--- src/rtl/stack_core_pkg.sv ---
package stack_core_pkg;

  localparam logic [7:0] OPC_LOAD  = 8'h01;
  localparam logic [7:0] OPC_STORE = 8'h02;
  localparam logic [7:0] OPC_ADD   = 8'h03;
  localparam logic [7:0] OPC_SUB   = 8'h04;
  localparam logic [7:0] OPC_STOP  = 8'hFF;

  typedef enum logic [2:0] {
    ST_OPC  = 3'd0,
    ST_DEC  = 3'd1,
    ST_ALO  = 3'd2,
    ST_AHI  = 3'd3,
    ST_RD   = 3'd4,
    ST_WR   = 3'd5,
    ST_STOP = 3'd6
  } core_state_e;

endpackage

--- src/rtl/stack_core_lifo.sv ---
module stack_core_lifo #(
  parameter int DATA_W = 32,
  parameter int DEPTH  = 16,
  parameter int CNT_W  = $clog2(DEPTH + 1)
) (
  input  logic              clk,
  input  logic              rst_n,
  input  logic              push_en,
  input  logic              pop_en,
  input  logic              fold_en,
  input  logic [DATA_W-1:0] wdata,
  output logic [DATA_W-1:0] top,
  output logic [DATA_W-1:0] second,
  output logic [CNT_W-1:0]  count
);

  localparam int IDX_W = $clog2(DEPTH);

  logic [DATA_W-1:0] ent_q [DEPTH];
  logic [CNT_W-1:0]  count_q, count_d;
  logic [IDX_W-1:0]  top_idx, sec_idx, wr_idx;
  logic              wr_en;

  assign top_idx = IDX_W'(count_q - CNT_W'(1));
  assign sec_idx = IDX_W'(count_q - CNT_W'(2));
  assign wr_idx  = fold_en ? sec_idx : IDX_W'(count_q);
  assign wr_en   = push_en | fold_en;

  always_comb begin
    count_d = count_q;
    if (push_en)               count_d = count_q + CNT_W'(1);
    else if (pop_en | fold_en) count_d = count_q - CNT_W'(1);
  end

  always_ff @(posedge clk or negedge rst_n) begin
    if (!rst_n) count_q <= '0;
    else        count_q <= count_d;
  end

  always_ff @(posedge clk) begin
    if (wr_en) ent_q[wr_idx] <= wdata;
  end

  assign top    = ent_q[top_idx];
  assign second = ent_q[sec_idx];
  assign count  = count_q;

endmodule

--- src/rtl/stack_core_alu.sv ---
module stack_core_alu #(
  parameter int DATA_W = 32
) (
  input  logic [DATA_W-1:0] lhs,
  input  logic [DATA_W-1:0] rhs,
  input  logic              sub,
  output logic [DATA_W-1:0] res
);

  assign res = sub ? (lhs - rhs) : (lhs + rhs);

endmodule

--- src/rtl/stack_core_ctrl.sv ---
module stack_core_ctrl
  import stack_core_pkg::*;
#(
  parameter int DATA_W = 32,
  parameter int ADDR_W = 16,
  parameter int DEPTH  = 16,
  parameter int CNT_W  = $clog2(DEPTH + 1)
) (
  input  logic              clk,
  input  logic              rst_n,
  output logic              mem_req,
  output logic              mem_we,
  output logic [ADDR_W-1:0] mem_addr,
  output logic [7:0]        mem_wdata,
  input  logic [7:0]        mem_rdata,
  input  logic              mem_ready,
  input  logic [CNT_W-1:0]  stk_count,
  input  logic [DATA_W-1:0] stk_top,
  input  logic [DATA_W-1:0] alu_res,
  output logic              stk_push,
  output logic              stk_pop,
  output logic              stk_fold,
  output logic [DATA_W-1:0] stk_wdata,
  output logic              alu_sub,
  output logic              halted,
  output logic              error
);

  localparam int NBYTES = DATA_W / 8;
  localparam int BI_W   = $clog2(NBYTES);
  localparam int HI_W   = ADDR_W - 8;

  core_state_e       state_q, state_d;
  logic [ADDR_W-1:0] pc_q, pc_d;
  logic [ADDR_W-1:0] maddr_q, maddr_d;
  logic [7:0]        opc_q, opc_d;
  logic [BI_W-1:0]   bidx_q, bidx_d;
  logic [DATA_W-1:0] asm_q, asm_d;
  logic              err_q, err_d;
  logic [DATA_W-1:0] asm_shift;
  logic [DATA_W-1:0] top_shift;
  logic              last_byte;
  logic              xfer;

  assign asm_shift = {mem_rdata, asm_q[DATA_W-1:8]};
  assign top_shift = stk_top >> {bidx_q, 3'b000};
  assign last_byte = (bidx_q == BI_W'(NBYTES - 1));
  assign xfer      = mem_req & mem_ready;

  always_comb begin
    state_d  = state_q;
    pc_d     = pc_q;
    maddr_d  = maddr_q;
    opc_d    = opc_q;
    bidx_d   = bidx_q;
    asm_d    = asm_q;
    err_d    = err_q;
    mem_req  = 1'b0;
    mem_we   = 1'b0;
    mem_addr = pc_q;
    stk_push = 1'b0;
    stk_pop  = 1'b0;
    stk_fold = 1'b0;
    case (state_q)
      ST_OPC: begin
        mem_req = 1'b1;
        if (xfer) begin
          opc_d   = mem_rdata;
          pc_d    = pc_q + ADDR_W'(1);
          state_d = ST_DEC;
        end
      end
      ST_DEC: begin
        case (opc_q)
          OPC_LOAD: begin
            if (stk_count == CNT_W'(DEPTH)) begin
              err_d   = 1'b1;
              state_d = ST_STOP;
            end else begin
              state_d = ST_ALO;
            end
          end
          OPC_STORE: begin
            if (stk_count == '0) begin
              err_d   = 1'b1;
              state_d = ST_STOP;
            end else begin
              state_d = ST_ALO;
            end
          end
          OPC_ADD, OPC_SUB: begin
            if (stk_count < CNT_W'(2)) begin
              err_d   = 1'b1;
              state_d = ST_STOP;
            end else begin
              stk_fold = 1'b1;
              state_d  = ST_OPC;
            end
          end
          OPC_STOP: state_d = ST_STOP;
          default: begin
            err_d   = 1'b1;
            state_d = ST_STOP;
          end
        endcase
      end
      ST_ALO: begin
        mem_req = 1'b1;
        if (xfer) begin
          maddr_d[7:0] = mem_rdata;
          pc_d         = pc_q + ADDR_W'(1);
          state_d      = ST_AHI;
        end
      end
      ST_AHI: begin
        mem_req = 1'b1;
        if (xfer) begin
          maddr_d[ADDR_W-1:8] = mem_rdata[HI_W-1:0];
          pc_d    = pc_q + ADDR_W'(1);
          bidx_d  = '0;
          state_d = (opc_q == OPC_LOAD) ? ST_RD : ST_WR;
        end
      end
      ST_RD: begin
        mem_req  = 1'b1;
        mem_addr = maddr_q + ADDR_W'(bidx_q);
        if (xfer) begin
          asm_d  = asm_shift;
          bidx_d = bidx_q + BI_W'(1);
          if (last_byte) begin
            stk_push = 1'b1;
            state_d  = ST_OPC;
          end
        end
      end
      ST_WR: begin
        mem_req  = 1'b1;
        mem_we   = 1'b1;
        mem_addr = maddr_q + ADDR_W'(bidx_q);
        if (xfer) begin
          bidx_d = bidx_q + BI_W'(1);
          if (last_byte) begin
            stk_pop = 1'b1;
            state_d = ST_OPC;
          end
        end
      end
      default: state_d = ST_STOP;
    endcase
  end

  always_ff @(posedge clk or negedge rst_n) begin
    if (!rst_n) begin
      state_q <= ST_OPC;
      pc_q    <= '0;
      maddr_q <= '0;
      opc_q   <= '0;
      bidx_q  <= '0;
      asm_q   <= '0;
      err_q   <= 1'b0;
    end else begin
      state_q <= state_d;
      pc_q    <= pc_d;
      maddr_q <= maddr_d;
      opc_q   <= opc_d;
      bidx_q  <= bidx_d;
      asm_q   <= asm_d;
      err_q   <= err_d;
    end
  end

  assign mem_wdata = top_shift[7:0];
  assign stk_wdata = (state_q == ST_RD) ? asm_shift : alu_res;
  assign alu_sub   = (opc_q == OPC_SUB);
  assign halted    = (state_q == ST_STOP);
  assign error     = err_q;

endmodule

--- src/rtl/stack_core.sv ---
module stack_core #(
  parameter int DATA_W = 32,
  parameter int ADDR_W = 16,
  parameter int DEPTH  = 16
) (
  input  logic              clk,
  input  logic              rst_n,
  output logic              mem_req,
  output logic              mem_we,
  output logic [ADDR_W-1:0] mem_addr,
  output logic [7:0]        mem_wdata,
  input  logic [7:0]        mem_rdata,
  input  logic              mem_ready,
  output logic              halted,
  output logic              error
);

  localparam int CNT_W = $clog2(DEPTH + 1);

  logic [CNT_W-1:0]  stk_count;
  logic [DATA_W-1:0] stk_top, stk_second, stk_wdata, alu_res;
  logic              stk_push, stk_pop, stk_fold, alu_sub;

  stack_core_ctrl #(
    .DATA_W(DATA_W), .ADDR_W(ADDR_W), .DEPTH(DEPTH), .CNT_W(CNT_W)
  ) u_ctrl (
    .clk       (clk),
    .rst_n     (rst_n),
    .mem_req   (mem_req),
    .mem_we    (mem_we),
    .mem_addr  (mem_addr),
    .mem_wdata (mem_wdata),
    .mem_rdata (mem_rdata),
    .mem_ready (mem_ready),
    .stk_count (stk_count),
    .stk_top   (stk_top),
    .alu_res   (alu_res),
    .stk_push  (stk_push),
    .stk_pop   (stk_pop),
    .stk_fold  (stk_fold),
    .stk_wdata (stk_wdata),
    .alu_sub   (alu_sub),
    .halted    (halted),
    .error     (error)
  );

  stack_core_lifo #(
    .DATA_W(DATA_W), .DEPTH(DEPTH), .CNT_W(CNT_W)
  ) u_lifo (
    .clk     (clk),
    .rst_n   (rst_n),
    .push_en (stk_push),
    .pop_en  (stk_pop),
    .fold_en (stk_fold),
    .wdata   (stk_wdata),
    .top     (stk_top),
    .second  (stk_second),
    .count   (stk_count)
  );

  stack_core_alu #(.DATA_W(DATA_W)) u_alu (
    .lhs (stk_second),
    .rhs (stk_top),
    .sub (alu_sub),
    .res (alu_res)
  );

endmodule

--- config.mk ---
export PLATFORM = sky130hd
export DESIGN_NAME = stack_core
export DESIGN_NICKNAME = d
export VERILOG_FILES = /design/src/rtl/stack_core_pkg.sv /design/src/rtl/stack_core_lifo.sv /design/src/rtl/stack_core_alu.sv /design/src/rtl/stack_core_ctrl.sv /design/src/rtl/stack_core.sv
export SDC_FILE = /design/constraint.sdc
export NUM_CORES = 1
export LEC_CHECK = 0
export BUFFER_PORTS_ARGS = -buffer_cell sky130_fd_sc_hd__buf_2
export CORE_ASPECT_RATIO = 1.1
export CORE_MARGIN = 4
export CORE_UTILIZATION = 35
export CTS_BUF_LIST = sky130_fd_sc_hd__clkbuf_2 sky130_fd_sc_hd__clkbuf_4 sky130_fd_sc_hd__clkbuf_8
export DETAILED_ROUTE_END_ITERATION = 16
export PLACE_DENSITY_LB_ADDON = 0.25
export SYNTH_ARGS = -nofsm -noshare
export SYNTH_HDL_FRONTEND = slang
export SYNTH_HIERARCHICAL = 1
export SYNTH_SLANG_ARGS = --single-unit
export TNS_END_PERCENT = 1
--- constraint.sdc ---
create_clock -name clk -period 7.15 [get_ports clk]
set_input_delay 0.715 -clock clk [delete_from_list [all_inputs] [get_ports clk]]
set_output_delay 0.715 -clock clk [all_outputs]
set_load 0.05 [all_outputs]
==> results of run 1 <==
layout make-up:
| type | instances | area, sq um | share of cell area (%) |
|---|---|---|---|
| Inverter | 27 | 101.3 | 0.2926 |
| Multi-Input combinational cell | 1104 | 12970 | 37.43 |
| Clock inverter | 41 | 297.8 | 0.8596 |
| Clock buffer | 132 | 1635 | 4.721 |
| Sequential cell | 587 | 17260 | 49.82 |
| Tap cell | 1150 | 1439 | 4.154 |
| Antenna cell | 1 | 2.502 | 0.007224 |
| Timing Repair Buffer | 114 | 940.9 | 2.716 |
metrics by stage:
step,worst slack [ns],cell area (sq um),std cells,hold WS [ns]
final,0.4199,34640,3156,0.3607
after detailed placement,0.1217,32670,2978,0.4875
after CTS,0.06552,34610,3152,0.2754
after floorplan,0.6110,30650,1830,0.4194
after global routing,0.1173,34640,3156,0.3480
after global placement,0.2484,32670,2978,0.4507
registers in the layout, indices dropped and copies added (netlist names):
signal	flops
u_lifo/ent_q	512
u_ctrl/asm_q	24
u_ctrl/maddr_q	16
u_ctrl/pc_q	16
u_ctrl/opc_q	8
u_lifo/count	5
u_ctrl/state_q	3
u_ctrl/bidx_q	2
u_ctrl/error	1
worst max path at each step:
| stage | cells past startpoint | startpoint | end |
|---|---|---|---|
| 2_1_floorplan | 26 | u_lifo/count[1]$_DFFE_PN0P_ | u_lifo/ent_q[0][29]$_DFFE_PP_ |
| 3_3_place_gp | 21 | u_lifo/count[1]$_DFFE_PN0P_ | u_lifo/ent_q[4][30]$_DFFE_PP_ |
| 3_5_place_dp | 21 | u_lifo/count[2]$_DFFE_PN0P_ | u_lifo/ent_q[4][30]$_DFFE_PP_ |
| 4_1_cts | 21 | u_lifo/count[2]$_DFFE_PN0P_ | u_lifo/ent_q[7][30]$_DFFE_PP_ |
| 5_1_grt | 21 | u_lifo/count[1]$_DFFE_PN0P_ | u_lifo/ent_q[3][30]$_DFFE_PP_ |
| 6_report | 21 | u_lifo/count[1]$_DFFE_PN0P_ | u_lifo/ent_q[7][30]$_DFFE_PP_ |
layer usage:
layer  share of wire (%)  GRT usage (%)  vias to the layer above  wire, um
met3                 6.0          2.769                      124      5129
met5                   0              0                        -         0
met2                  50          31.18                      566     42980
met1                  42          24.59                     9641     35800
met4                 2.0          5.017                        0      1697
li1                    -              -                     7678         -
kinds of logic (layout without fill, tap and decap cells):
kind of cell	count (synthesis)	in the layout	share of synthesized area, %
adders and majority gates	43	43	1.804
other	0	1	0
and+or+nand+nor	257	257	4.621
buffers and inverters	139	314	2.164
muxes	537	537	28.88
xor gates and xnor gates	91	91	2.735
DFF	587	587	56.28
AOI/OAI and AO/OA	176	176	3.511
critical path, delay by kind of cell (launching register included):
kind                     cells  cell delay [ns]
AND/OR/NAND/NOR              6             1.59
AO/OA/AOI/OAI                6             1.45
buffers and inverters        3             0.86
adder cells (fa/ha/maj)      2             0.75
multiplexers                 2             0.73
flip-flops                   1             0.57
XOR/XNOR                     2             0.49
synth_stat cells, types with 4 or more instances:
cell type	instances	area share (%)
xnor2_1	67	1.9
ha_1	41	1.7
xor2_1	20	0.57
nor4_1	9	0.18
buf_2	47	0.77
mux2_2	59	2.2
buf_6	9	0.33
buf_1	4	0.049
clkbuf_1	48	0.59
and3_1	6	0.12
nand2_1	66	0.81
nor3b_1	5	0.12
inv_1	27	0.33
nand2b_1	5	0.10
o21a_1	5	0.12
nand3_1	22	0.36
mux2_4	20	0.98
nor2_1	47	0.58
nand4_1	16	0.33
mux2i_1	194	6.3
nor3_1	25	0.41
a31oi_1	10	0.20
and2_1	6	0.12
nor2b_1	14	0.29
o21ai_0	43	0.70
and4_1	4	0.11
mux4_2	264	19
a21oi_1	70	1.1
a211o_1	5	0.14
dfrtp_1	75	6.1
buf_4	4	0.098
edfxtp_1	512	50
or3_1	5	0.10
o21bai_1	8	0.20
repair_timing:
action | in CTS | in global routing
gates resized for setup | 0 | 1
setup endpoints to repair | 0 | 128
hold buffers | 1 | 0
hold endpoints to repair | 8 | 0
setup buffers | 0 | 3
==> impl_metrics.ini, run 1 <==
[outcome]
outcome = completed

[clocking]
cts_tree = built
cts_buffer_depth = 3
clk_pin_slew_ns = 0.06
htree_levels = 3
cts_root_buf = clkbuf_8
worstSkewPairLatency_ns = 0.74
cts_buffers = 96
numClockSinks = 587

[global_routing]
grt.total_usage_pct = 18.32
grt_pass1_wl_um = 126200
antenna_found_initial = 4
grt_max_degree = 94
grt_pass1_vias = 18720
globalRoute.totalOverflow = 0

[cells_and_area]
drive_gt1_share_pct = 32.87
fill_cells = 7822
nNetsFinal = 1984
final_cell_mix = edfxtp_1, mux4_2, mux2i_1, clkbuf_8, dfrtp_1
synthToLayoutAreaGrowth_pct = 13.02
final_common_cell = edfxtp_1
utilization_pct = 39.97

[detailed_routing]
first_pass_iters = 5
route.vias.total = 18010
via_per_inst = 5.706
ant_nets = 0
drc = 0
drt_iter0_drc = 1451
wl_per_cell_um = 27.13
drt-total-wl_um = 85620

[synthesis]
yosysSeqAreaShare_pct = 56.28
ys_types = 77
synth_area_sq_mm = 0.03065
ys_seq_elements = 587
netlist_instances = 1830
ys_warn_count = 6
synth_edf_count = 512
synth-main-ff-cell = edfxtp_1
syn_nets = 1884
async_flop_share_pct = 12.78
post_synth.cell_area_avg_sq_um = 16.75

[setup_path]
endpoint_kind = register
critPathKind = register to register
worstPathRequired_ns = 7.66
start_kind = register
worstPathCellList = inv_1, ha_1, a21boi_0, xnor2_4, buf_4, buf_4, mux2i_1, or3_1, nor3_1, and3_2, nor2_1, xnor2_1, ha_1, a21oi_1, a2bb2oi_1, a21oi_1, a21oi_1, a31oi_1, and4_1, nor3_1, mux2_2
reg2regPathDepth = 21
slowest_delay_ns = 0.57
cp_slowest_cell = dfrtp_4
crit_fanout = 17
r2r_slack_ns = 0.42
crit_top_cell = a21oi_1
worstReg2RegEnd = u_lifo/ent_q[7][30]$_DFFE_PP_
r2r-start = u_lifo/count[1]$_DFFE_PN0P_
arrival_ns = 7.24

[sta]
hold_viol_final = 0
totalNegativeSetupSlack_ns = 0
slew_headroom_pct = 3.521
grt_setup_unrepaired = false
slew_viol_final = 0
setup_viol = 0
fin_crit_sh_pct = 94.13
skew_ns = 0.05436
worst_slew_pin_slew_ns = 1.432
min_period_ns = 6.730
fmax_ghz = 0.1486

[place]
io_buffers = 38
gp_congestion = 0.9453
dp_hpwl_um = 53620

[hold_path]
hp-class = input port to asynchronous set/reset pin

[floorplanning]
fp.coreArea_sq_mm = 0.08667
die_h_um = 318.4
die-area_sq_mm = 0.09238
ioPinCount = 39
start_util_pct = 35.37
num_rows = 113
die_w_um = 290.2

[flow_run]
cap_violations = 0
Power of run 1 is not shown: default switching activity piles up to over one toggle a cycle in this logic, so the estimate is an artifact.
==> run 2, diff against run 1 <==
--- a/config.mk
+++ b/config.mk
@@ -14,6 +14,5 @@
 export PLACE_DENSITY_LB_ADDON = 0.25
 export SYNTH_ARGS = -nofsm -noshare
 export SYNTH_HDL_FRONTEND = slang
-export SYNTH_HIERARCHICAL = 1
 export SYNTH_SLANG_ARGS = --single-unit
 export TNS_END_PERCENT = 1
==> run 2 against run 1 <==
Utilization is 0.21 points higher. Hold slack worse by 0.15 ns. Critical path depth is 1 lower. Non-clock buffer count is 15 higher.
==> impl_metrics.ini, run 2 <==
[outcome]
outcome = completed

[detailed_routing]
drt-total-wl_um = 85250
via_per_inst = 5.704
route.vias.total = 17750
drc = 0
drt_iter0_drc = 1535
ant_nets = 0
wl_per_cell_um = 27.39
first_pass_iters = 7

[synthesis]
netlist_instances = 1767
synth_area_sq_mm = 0.02992
ys_top_cells_by_area = edfxtp_1, mux4_2, dfrtp_1
yosysSeqAreaShare_pct = 57.65
yosysMostFrequentCell = edfxtp_1
post_synth.cell_area_avg_sq_um = 16.94
yosysTopAreaCellShare_pct = 51.38
async_flop_share_pct = 12.78
syn_nets = 1822
synth-main-ff-cell = edfxtp_1
ys_warn_count = 0
ys_types = 61
ys_seq_elements = 587
yosys-top-cells-count = edfxtp_1, mux4_2, nand2_1, dfrtp_1, o21ai_0
synth_edf_count = 512
yosysTopAreaCell = edfxtp_1

[sta]
skew_ns = 0.04323
grt_setup_unrepaired = false
setup_viol = 0
fin_crit_sh_pct = 94.01
slew_headroom_pct = 22.13
worst_slew_pin_slew_ns = 1.165
min_period_ns = 6.722
fmax_ghz = 0.1488
hold_viol_final = 0
slew_viol_final = 0

[clocking]
cts_buffer_depth = 3
cts_root_buf = clkbuf_8
htree_levels = 3
numClockSinks = 587
cts_buffers = 96
ctsHoldBuffers = 0
cts_tree = built
clk_pin_slew_ns = 0.06
worstSkewPairLatency_ns = 0.72

[setup_path]
crit_family = multiplexers
critPathKind = register to register
endpoint_kind = register
worstPathRequired_ns = 7.55
crit_fanout = 75
start_kind = register
arrival_ns = 7.12
slowest_delay_ns = 0.66
cp_slowest_cell = mux4_2
cp_num_buf_inv = 4
worstPathCellList = inv_1, ha_4, buf_12, buf_12, mux4_2, mux4_2, nor4_1, buf_4, nand3b_1, nor4_2, a21oi_1, xnor2_1, ha_1, and3_1, and3_1, a221o_1, a21oi_1, o21ai_0, xnor2_1, mux2_2

[global_routing]
grt_max_degree = 131
antenna_found_initial = 4
grt_pass1_vias = 18240
globalRoute.totalOverflow = 0
grt.total_usage_pct = 18.65
grt_pass1_wl_um = 123000

[floorplanning]
num_rows = 112
die_h_um = 314.7
fp.coreArea_sq_mm = 0.08478
die_w_um = 286.8
start_util_pct = 35.30
die-area_sq_mm = 0.09025
ioPinCount = 39

[flow_run]
cap_violations = 0

[cells_and_area]
utilization_pct = 40.18
biggestRegsByFlops = u_lifo.ent_q (512), u_ctrl.asm_q (24)
final_cell_mix = edfxtp_1, mux4_2, nand2_1, clkbuf_8, buf_4
regMostFlops = u_lifo.ent_q
stdcell_area_sq_mm = 0.03407
synthToLayoutAreaGrowth_pct = 13.84
drive_gt1_share_pct = 34.28
nNetsFinal = 1946
largest_register_ffs = 512
final_common_cell = edfxtp_1

[place]
placed_area_sq_mm = 0.03202
gp_congestion = 0.8728
io_buffers = 38
dp_hpwl_um = 52640

[hold_path]
hp-class = input port to asynchronous set/reset pin
## run 2: cell types whose count changed in the layout (fill, tap and decap cells not counted), moves of 13 or more
cell / delta
nand2_1: +54
mux2_4: -20
a21o_1: +14
mux4_1: +15
mux2i_1: -157
xor2_1: +17
a21oi_4: -16
nor2_4: +17
mux4_2: +32
o21ai_0: +30
buf_4: +20
xnor2_1: -13
## run 2: per-layer routing
metal  routed length (um)  global-route usage (%)  vias up
li1                     -                       -     7504
met1                35410                   25.11     9457
met2                42170                   31.05      668
met3                 5282                   3.080      123
met4                 2380                   6.130        0
met5                    0                       0        -
## run 2: stage by stage
step	hold slack (ns)	TNS (ns)	worst slack, ns	instances
6_report	0.2076	0	0.4284	3112
5_1_grt	0.2542	0	0.04940	3111
4_1_cts	0.1741	0	0.01067	3107
2_1_floorplan	0.4194	-10.76	-0.4125	1767
3_5_place_dp	0.4752	0	0.1215	2931
3_3_place_gp	0.4696	0	0.1475	2931
## run 2: worst paths after layout
kind,startpoint,cells past startpoint,endpoint,slack (ns)
max,u_lifo.count[0]$_DFFE_PN0P_,20,u_lifo.ent_q[1][31]$_DFFE_PP_,0.43
min,rst_n,1,u_ctrl.maddr_q[8]$_DFFE_PN0P_,0.21
max reg2reg,u_lifo.count[0]$_DFFE_PN0P_,20,u_lifo.ent_q[1][31]$_DFFE_PP_,0.43
min reg2reg,u_ctrl.pc_q[15]$_DFFE_PN0P_,1,u_ctrl.pc_q[15]$_DFFE_PN0P_,0.48
max in group asynchronous,rst_n,1,u_lifo.count[0]$_DFFE_PN0P_,6.17
min in group clk,mem_ready,2,u_ctrl.bidx_q[0]$_DFFE_PN0P_,0.41
## run 2: repair_timing
action	in CTS	in global routing
resized for setup	0	7
endpoints found under the setup margin	0	32
endpoints found under the hold margin	0	0
buffers inserted	0	1
## run 2: final cells by class
class                           instances  area [sq um]
Inverter                               26         97.59
Timing Repair Buffer                  129          1008
Clock buffer                          135          1664
Clock inverter                         41         294.0
Sequential cell                       587         17260
Fill cell                            7658         50710
Multi-Input combinational cell       1051         12310
Antenna cell                            3         7.507
Tap cell                             1140          1426
## run 2: logic make-up (layout without fill, tap and decap cells)
group / count (synthesis) / after routing / share of synthesized area (%)
adders and majority gates: 44 / 44 / 1.890
buffers and inverters: 129 / 331 / 2.003
muxes: 399 / 399 / 26.76
xor gates and xnor gates: 95 / 95 / 2.780
AOI/OAI and AO/OA: 209 / 209 / 4.219
other: 0 / 3 / 0
DFF: 587 / 587 / 57.65
and+or+nand+nor: 304 / 304 / 4.704
## run 2: worst register-to-register path, delay by kind of cell (launching register included)
| family | cells | cell delay, ns |
|---|---|---|
| muxes | 3 | 1.56 |
| and+or+nand+nor | 5 | 1.39 |
| buffers and inverters | 4 | 1.04 |
| AOI/OAI and AO/OA | 4 | 0.94 |
| adders and majority gates | 2 | 0.68 |
| DFF | 1 | 0.51 |
| xor gates and xnor gates | 2 | 0.31 |
Power of run 2 is left out for the same reason.
